===== config.mk =====
export PLATFORM = sky130hd
export DESIGN_NAME = early_way_predictor
export DESIGN_NICKNAME = d
export VERILOG_FILES = /design/src/rtl/etwp_pkg.sv /design/src/rtl/etwp_ctrl.sv /design/src/rtl/etwp_datapath.sv /design/src/rtl/early_way_predictor.sv
export SDC_FILE = /design/constraint.sdc
export NUM_CORES = 1
export LEC_CHECK = 0
export BUFFER_PORTS_ARGS = -buffer_cell sky130_fd_sc_hd__buf_2
export CORE_UTILIZATION = 53
export CTS_CLUSTER_SIZE = 10
export DETAILED_ROUTE_END_ITERATION = 10
export PLACE_DENSITY_LB_ADDON = 0.08
export SYNTH_ARGS = -nofsm -noshare
export SYNTH_HDL_FRONTEND = slang
export SYNTH_SLANG_ARGS = --single-unit

===== constraint.sdc =====
create_clock -name clk -period 4.3 [get_ports clk]
set_input_delay 0.86 -clock clk [delete_from_list [all_inputs] [get_ports clk]]
set_output_delay 0.86 -clock clk [all_outputs]
set_load 0.1 [all_outputs]

===== src/rtl/etwp_pkg.sv =====
package etwp_pkg;
  typedef enum logic [1:0] {
    OUT_NONE   = 2'b00,
    OUT_HIT    = 2'b01,
    OUT_MISS   = 2'b10,
    OUT_INCONS = 2'b11
  } outcome_e;

  typedef struct packed {
    logic probe;
    logic fill;
    logic judge;
  } strobes_t;
endpackage


===== src/rtl/etwp_ctrl.sv =====
module etwp_ctrl
  import etwp_pkg::*;
(
  input  logic     clk,
  input  logic     rstN,
  input  logic     reqValid,
  input  logic     fillValid,
  input  logic     respValid,
  output strobes_t strobes,
  output logic     predValid,
  output logic     outValid
);
  always_comb begin
    strobes.probe = reqValid;
    strobes.fill  = fillValid;
    strobes.judge = respValid;
  end

  always_ff @(posedge clk) begin
    if (!rstN) begin
      predValid <= 1'b0;
      outValid  <= 1'b0;
    end else begin
      predValid <= reqValid;
      outValid  <= respValid;
    end
  end

  p_pred_pulse_r10: assert property (@(posedge clk) disable iff (!rstN)
    reqValid |=> predValid);
  p_out_pulse_r10: assert property (@(posedge clk) disable iff (!rstN)
    !respValid |=> !outValid);
endmodule


===== src/rtl/etwp_datapath.sv =====
module etwp_datapath
  import etwp_pkg::*;
#(
  parameter int TAG_W = 5,
  parameter int IDX_W = 2,
  parameter int WAYS  = 2,
  localparam int SETS  = 1 << IDX_W,
  localparam int WAY_W = (WAYS > 1) ? $clog2(WAYS) : 1
) (
  input  logic             clk,
  input  logic             rstN,
  input  strobes_t         strobes,
  input  logic [TAG_W-1:0] reqTag,
  input  logic [IDX_W-1:0] reqIdx,
  input  logic [TAG_W-1:0] fillTag,
  input  logic [IDX_W-1:0] fillIdx,
  input  logic [WAY_W-1:0] fillWay,
  input  logic             respCacheHit,
  input  logic [WAY_W-1:0] respWay,
  output logic [WAYS-1:0]  wayEn,
  output logic             earlyHit,
  output logic [WAY_W-1:0] predWay,
  output outcome_e         outcome
);
  logic [TAG_W-1:0] tagMem   [WAYS][SETS];
  logic             validMem [WAYS][SETS];
  logic [WAYS-1:0]  match;
  logic [WAY_W-1:0] hitWay;
  logic             anyHit;
  outcome_e         verdict;

  for (genvar w = 0; w < WAYS; w++) begin : g_way
    assign match[w] = validMem[w][reqIdx] && (tagMem[w][reqIdx] == reqTag);

    always_ff @(posedge clk) begin
      if (strobes.fill && fillWay == WAY_W'(w))
        tagMem[w][fillIdx] <= fillTag;
    end

    always_ff @(posedge clk) begin
      if (!rstN) begin
        for (int s = 0; s < SETS; s++) validMem[w][s] <= 1'b0;
      end else if (strobes.fill && fillWay == WAY_W'(w)) begin
        validMem[w][fillIdx] <= 1'b1;
      end
    end
  end

  always_comb begin
    hitWay = '0;
    for (int w = WAYS - 1; w >= 0; w--)
      if (match[w]) hitWay = WAY_W'(w);
  end
  assign anyHit = |match;

  always_comb begin
    if (!respCacheHit)
      verdict = earlyHit ? OUT_INCONS : OUT_MISS;
    else if (earlyHit && predWay == respWay)
      verdict = OUT_HIT;
    else
      verdict = OUT_INCONS;
  end

  always_ff @(posedge clk) begin
    if (!rstN) begin
      wayEn    <= '0;
      earlyHit <= 1'b0;
      predWay  <= '0;
      outcome  <= OUT_NONE;
    end else begin
      if (strobes.probe) begin
        earlyHit <= anyHit;
        predWay  <= hitWay;
        wayEn    <= anyHit ? (WAYS'(1) << hitWay) : '1;
      end
      if (strobes.judge) outcome <= verdict;
    end
  end

  p_fill_valid_r5: assert property (@(posedge clk) disable iff (!rstN)
    strobes.fill |=> validMem[$past(fillWay)][$past(fillIdx)]);
endmodule


===== src/rtl/early_way_predictor.sv =====
module early_way_predictor
  import etwp_pkg::*;
#(
  parameter int TAG_W = 5,
  parameter int IDX_W = 2,
  parameter int OFS_W = 1,
  parameter int WAYS  = 2,
  localparam int ADDR_W = TAG_W + IDX_W + OFS_W,
  localparam int WAY_W  = (WAYS > 1) ? $clog2(WAYS) : 1
) (
  input  logic              clk,
  input  logic              rstN,
  input  logic              reqValid,
  input  logic [ADDR_W-1:0] reqAddr,
  input  logic              fillValid,
  input  logic [ADDR_W-1:0] fillAddr,
  input  logic [WAY_W-1:0]  fillWay,
  input  logic              respValid,
  input  logic              respCacheHit,
  input  logic [WAY_W-1:0]  respWay,
  output logic              predValid,
  output logic [WAYS-1:0]   wayEn,
  output logic              earlyHit,
  output logic [WAY_W-1:0]  predWay,
  output logic              outValid,
  output logic [1:0]        outcome
);
  strobes_t strobes;
  outcome_e outcomeQ;
  logic     unusedOfs;

  assign unusedOfs = ^{reqAddr[OFS_W-1:0], fillAddr[OFS_W-1:0]};
  assign outcome   = outcomeQ;

  etwp_ctrl u_ctrl (
    .clk(clk), .rstN(rstN), .reqValid(reqValid), .fillValid(fillValid),
    .respValid(respValid), .strobes(strobes), .predValid(predValid),
    .outValid(outValid)
  );

  etwp_datapath #(.TAG_W(TAG_W), .IDX_W(IDX_W), .WAYS(WAYS)) u_dp (
    .clk(clk), .rstN(rstN), .strobes(strobes),
    .reqTag(reqAddr[ADDR_W-1 -: TAG_W]), .reqIdx(reqAddr[OFS_W +: IDX_W]),
    .fillTag(fillAddr[ADDR_W-1 -: TAG_W]), .fillIdx(fillAddr[OFS_W +: IDX_W]),
    .fillWay(fillWay), .respCacheHit(respCacheHit), .respWay(respWay),
    .wayEn(wayEn), .earlyHit(earlyHit), .predWay(predWay), .outcome(outcomeQ)
  );

  p_onehot_en_r3: assert property (@(posedge clk) disable iff (!rstN)
    (predValid && earlyHit) |-> ($countones(wayEn) == 1));
  p_all_en_r4: assert property (@(posedge clk) disable iff (!rstN)
    (predValid && !earlyHit) |-> (wayEn == '1));
  p_miss_not_hit_r8: assert property (@(posedge clk) disable iff (!rstN)
    (respValid && !respCacheHit) |=> (outcome != 2'b01));
  p_judge_pulse_r10: assert property (@(posedge clk) disable iff (!rstN)
    respValid |=> outValid);
endmodule


==> results of run 1 <==
final cells by class:
| class | count | area, um2 |
|---|---|---|
| inverter | 1 | 3.75 |
| clock inverter | 2 | 35.0 |
| tap | 52 | 65.1 |
| sequential | 56 | 1590 |
| timing repair buffer | 29 | 145 |
| clock buffer | 6 | 72.6 |
| multi-input combinational | 91 | 737 |
| fill | 333 | 1700 |
stage by stage:
stage	hold slack (ps)	setup WS (ps)	power [uW]
2_1_floorplan	441	1990	714
3_3_place_gp	453	1600	742
3_5_place_dp	455	1580	746
4_1_cts	478	1920	1070
5_1_grt	506	1810	1100
6_report	475	1960	1060
cells by family after synthesis:
group                     Yosys count  share of synthesized area (%)
muxes                              16                           11.4
xor gates and xnor gates           12                           4.40
and+or+nand+nor                    38                           8.28
AOI/OAI and AO/OA                  25                           6.81
DFF                                56                           66.6
buffers and inverters               8                           2.51
worst max-delay path by stage:
stage	startpoint	endpoint	cells after the start
floorplan	reqAddr[1]	u_dp.predWay$_SDFFE_PN0P_	6
finish	reqAddr[2]	u_dp.predWay$_SDFFE_PN0P_	6
global placement	reqAddr[2]	u_dp.wayEn[0]$_SDFFE_PN0P_	6
CTS	reqAddr[2]	u_dp.wayEn[0]$_SDFFE_PN0P_	6
global route	reqAddr[2]	u_dp.earlyHit$_SDFFE_PN0P_	6
detailed placement	reqAddr[2]	u_dp.predWay$_SDFFE_PN0P_	6
power by group:
| group | internal [uW] | total [uW] | switching (uW) |
|---|---|---|---|
| registers | 610 | 616 | 6.29 |
| logic | 38.1 | 117 | 78.8 |
| clock network | 173 | 331 | 158 |
| total | 821 | 1060 | 243 |
metal layers:
metal  wire length [um]  up-vias
met5                  0        -
met3                134        4
li1                   -      653
met2               2120       25
met4                 38        0
met1               1830      656
registers in the layout, summed over array words and instances, names as in the netlist:
register,flops
u_ctrl.outValid,1
u_ctrl.predValid,1
u_dp.earlyHit,1
u_dp.outcome,2
u_dp.predWay,1
u_dp.tagMem,40
u_dp.validMem,8
u_dp.wayEn,2
cell usage after synthesis (2+ instances only):
master,n,share of area [%]
a2111oi_0,2,0.73
a21oi_1,2,0.42
a31oi_1,2,0.52
and2_1,8,2.1
buf_6,2,0.94
clkbuf_1,3,0.47
dfxtp_1,9,7.5
edfxtp_1,47,59
mux2i_1,8,3.4
mux4_1,6,6.6
nand2_1,8,1.3
nand2b_1,5,1.3
nand3b_1,2,0.63
nor2_1,9,1.4
nor3_1,3,0.63
o21ai_0,12,2.5
xnor2_1,12,4.4
critical path, cell delays in order:
cell and delay [ps]:
buf_2 340, mux2i_1 280, o21ai_0 100, a2111oi_0 520, o2111a_1 340, o41ai_1 90
==> qor.csv, run 1 <==
metric,value,unit
status,"finished, final reports clean",
finalSetupTns,0,ps
period_share,54.4,%
die_w,69.1,um
cp.required,4500,ps
grt_pass1_wl,6370,um
die_area,0.00478,mm2
cts_buffer_depth,2,
cts.htree.levels,2,
relSlewSlack,37.2,%
synth_cell_type_count,32,
skew,6.99,ps
vias,1338,
nets,208,
critPathKind,primary input to register,
insertion_delay,300,ps
worst_pin_slew,935,ps
grt_max_degree,24,
layout_min_cycle_time,2340,ps
ff2ff_setup_slack,2570,ps
wl,4120,um
cts_buffers,5,
synthCells,155,
worst_r2r_endpoint,u_dp.earlyHit$_SDFFE_PN0P_,
fin_area,0.00265,mm2
ys_warn_count,0,
avgSynthCellArea,15.4,um2
synth_nets,179,
antenna_found_initial,0,
avgRoutedWirePerCell,17.4,um
min_path_type,register to register,
synth-edff-count,47,
holdBufCountCts,0,
rows,24,
antenna_cells,0,
hold_viol_final,0,
p_per_area,401,mW/mm2
clk_pin_slew_worst_paths,90,ps
grt-ovfl-total,0,
hpwl,2940,um
cts_resized,0,
clockRootBuffer,clkbuf_8,
die_h,69.1,um
hp-start,u_dp.validMem[1][3]$_DFF_P_,
post-place-cells,229,
worstPathMaxFanout,15,
coreArea,0.00435,mm2
ant_nets,0,
fmax,428,MHz
area_delta_synth_final,10.9,%
grt_setup_unrepaired,no,
post-cts-setup-buffer-count,0,
place_congestion,0.782,
p_leak,0.000944,uW
vias_per_cell,5.65,
max-cap-violations,0,
grtUsageMet1,21.9,%
worst-endpoint-arrival,2540,ps
layout_commonest_cell,edfxtp_1,
ios,32,
synth_area,0.00239,mm2
timing.rr.start,u_dp.tagMem[0][31]$_DFFE_PP_,
maxSlewViolCount,0,
synth-seq-cells,56,
use_met3,5.41,%
dr.first_iter.drc_count,79,
drt_first_pass_iters,4,
cts_tree,built,
gr-usage-met2,31.7,%
start_kind,primary input,
yosys_most_used_dff,edfxtp_1,
utilization,60.9,%
numClockSinks,56,
grt_pass1_vias,1279,
top_usage_layer,met2,
min_to,u_dp.validMem[1][3]$_DFF_P_,
portBuffers,29,
end_kind,register,
route.detailed.drc,0,
r2r_cells,5,
fin_cells,237,
initial_core_util,54.9,%
seq_area_frac_synth,66.6,%
final_cell_mix,"edfxtp_1, buf_2, o21ai_0, xnor2_1",
place_area,0.00254,mm2
drive_gt1_share,20.5,%
setup_viol,0,
async_reset_ff_share,0,%
grt_usage,18.3,%
min_path_cells,1,
ir_drop,0.000239,V
(Power assumes the default switching activity.)
==> run 2, diff against run 1 <==
- CORE_UTILIZATION: 53 -> 51
- clock period: 4.3 -> 1.85 ns (I/O delays scaled with it)
==> run 2 against run 1 <==
Compared with the run above: clock skew decreased by 3.1 ps; via count increased by 3.6%; register-to-register slack got worse by 2400 ps; clock power increased by 130%; sequential power increased by 130%; critical path depth decreased by 1; combinational power increased by 150%; count of clock-buffer cells in the layout unchanged; non-clock buffer count increased by 10; global-route usage increased by 0.49 points; hold slack got worse by 180 ps.
==> qor.csv, run 2 (synthesis gave the netlist of run 1 again) <==
metric,value,unit,change
status,"finished, final reports clean",,
hpwl,3180,um,+8.3%
p_sw_share,22.9,%,+0.073 points
cp_top_family,multiplexers,,
worst_pin_slew,563,ps,-372 ps
post-cts-setup-buffer-count,0,,unchanged
hold_viol_final,0,,unchanged
wl,4300,um,+4.4%
numClockSinks,56,,unchanged
total_power,2490,uW,+130%
route.detailed.drc,0,,unchanged
p_leak,0.000998,uW,+5.7%
cp.required,2090,ps,-2410 ps
final_cell_mix,"edfxtp_1, buf_2, o21ai_0, xnor2_1, buf_4",,
grt_pass1_wl,6810,um,+6.9%
maxSlewViolCount,0,,unchanged
cts_buffers,5,,unchanged
end_kind,register,,
largest_register_ffs,40,,unchanged
drt_first_pass_iters,4,,unchanged
die_w,70.4,um,+1.9%
die_area,0.00496,mm2,+3.8%
multi_input_area,749,um2,+1.7%
vias,1386,,+3.6%
relSlewSlack,62.3,%,+25 points
grt_pass1_vias,1361,,+6.4%
top_register,u_dp.tagMem,,
avgRoutedWirePerCell,17.4,um,+0.16%
start_kind,register,,
utilization,62.1,%,+1.2 points
min_path_type,primary input to register,,
portBuffers,29,,unchanged
coreArea,0.00441,mm2,+1.4%
setup_viol,0,,unchanged
antenna_found_initial,0,,unchanged
cts_buffer_depth,2,,unchanged
ff2ff_setup_slack,140,ps,-2430 ps
cts_tree,built,,
critPathMaxStageDelay,510,ps,about the same
clockRootBuffer,clkbuf_8,,
p_clk_share,30.9,%,-0.2 points
crit_chain,"mux4_1, xnor2_1, nand4_1, or2_0, a31oi_1",,
crit_slowest_cell,mux4_1,,
power_switching,571,uW,+130%
max-cap-violations,0,,unchanged
initial_core_util,54.1,%,-0.75 points
period_share,92.6,%,
grt-ovfl-total,0,,unchanged
grt_max_degree,24,,unchanged
rows,24,,unchanged
layout_commonest_cell,edfxtp_1,,
ios,32,,unchanged
intPower,1920,uW,+130%
grt_setup_unrepaired,no,,
vias_per_cell,5.61,,-0.61%
layout_min_cycle_time,1710,ps,
place_congestion,0.770,,-1.5%
area_delta_synth_final,14.7,%,
p_per_area,909,mW/mm2,+130%
nFillCells,340,,+2.1%
combPwrFrac,11.7,%,+0.7 points
antenna_cells,0,,unchanged
fmax,584,MHz,
cts.htree.levels,2,,unchanged
insertion_delay,300,ps,about the same
whs,292,ps,-182 ps
seqPwrFrac,57.5,%,-0.4 points
clk_pin_slew_worst_paths,90,ps,about the same
holdBufCountCts,0,,unchanged
die_h,70.4,um,+1.9%
worstPathMaxFanout,3,,-12
critPathKind,register to register,,
drive_gt1_share,25.6,%,+5.1 points
grt_usage,18.8,%,+0.49 points
ir_drop,0.000634,V,+170%
fin_area,0.00274,mm2,+3.4%
skew,3.92,ps,-3.07 ps
reg_top3,"u_dp.tagMem (40), u_dp.validMem (8)",,
worst-endpoint-arrival,1950,ps,-590 ps
path_buf_inv,0,,-1
nets,218,,+4.8%
register_area,0.00159,mm2,unchanged
ant_nets,0,,unchanged
dr.first_iter.drc_count,73,,-7.6%
place_area,0.00262,mm2,+3.0%
-- run 2: power groups by stage --
stage	Sequential [uW]	Combinational [uW]	Clock, uW
finish	1430	291	769
global route	1440	310	834
CTS	1430	288	783
detailed placement	1460	288	0
global placement	1460	279	0
floorplan	1530	129	0
-- run 2: routing by layer --
| metal | global-route usage [%] | part of all wire, % |
|---|---|---|
| met5 | 0 | 0 |
| met1 | 23.7 | 43 |
| met4 | 6.00 | 1.8 |
| met3 | 4.91 | 4.6 |
| met2 | 31.7 | 50 |
-- run 2: layout make-up --
cell class                 count  share of cell area [%]
timing repair buffer          39                    8.13
sequential                    56                    58.1
clock inverter                 2                    1.28
multi-input combinational     91                    27.4
clock buffer                   6                    2.65
inverter                       1                   0.137
tap                           52                    2.37
-- run 2: per-stage QoR --
stage / instances / setup slack [ps] / setup TNS, ps
after floorplan: 155 / 31.4 / 0
after global placement: 239 / -176 / -622
after detailed placement: 239 / -258 / -983
after CTS: 247 / 71.3 / 0
after global routing: 247 / 4.06 / 0
final: 247 / 138 / 0
-- run 2: final timing paths --
kind	start	end	cells after the start
worst max-delay path	u_dp.tagMem[0][26]$_DFFE_PP_	u_dp.earlyHit$_SDFFE_PN0P_	5
worst min-delay path	respValid	u_dp.outcome[0]$_SDFFE_PN0P_	2
worst max register to register	u_dp.tagMem[0][26]$_DFFE_PP_	u_dp.earlyHit$_SDFFE_PN0P_	5
worst min register to register	u_dp.validMem[1][3]$_DFF_P_	u_dp.validMem[1][3]$_DFF_P_	1
-- run 2: worst register-to-register path: stages, from the launching register on --
cell and delay [ps]:
edfxtp_1 380, mux4_1 510, xnor2_1 180, nand4_1 170, or2_0 260, a31oi_1 150
-- run 2: repair_timing --
action	4_1_cts	5_1_grt
endpoints found under the setup margin	0	4
resized for setup	0	4
endpoints found under the hold margin	0	0
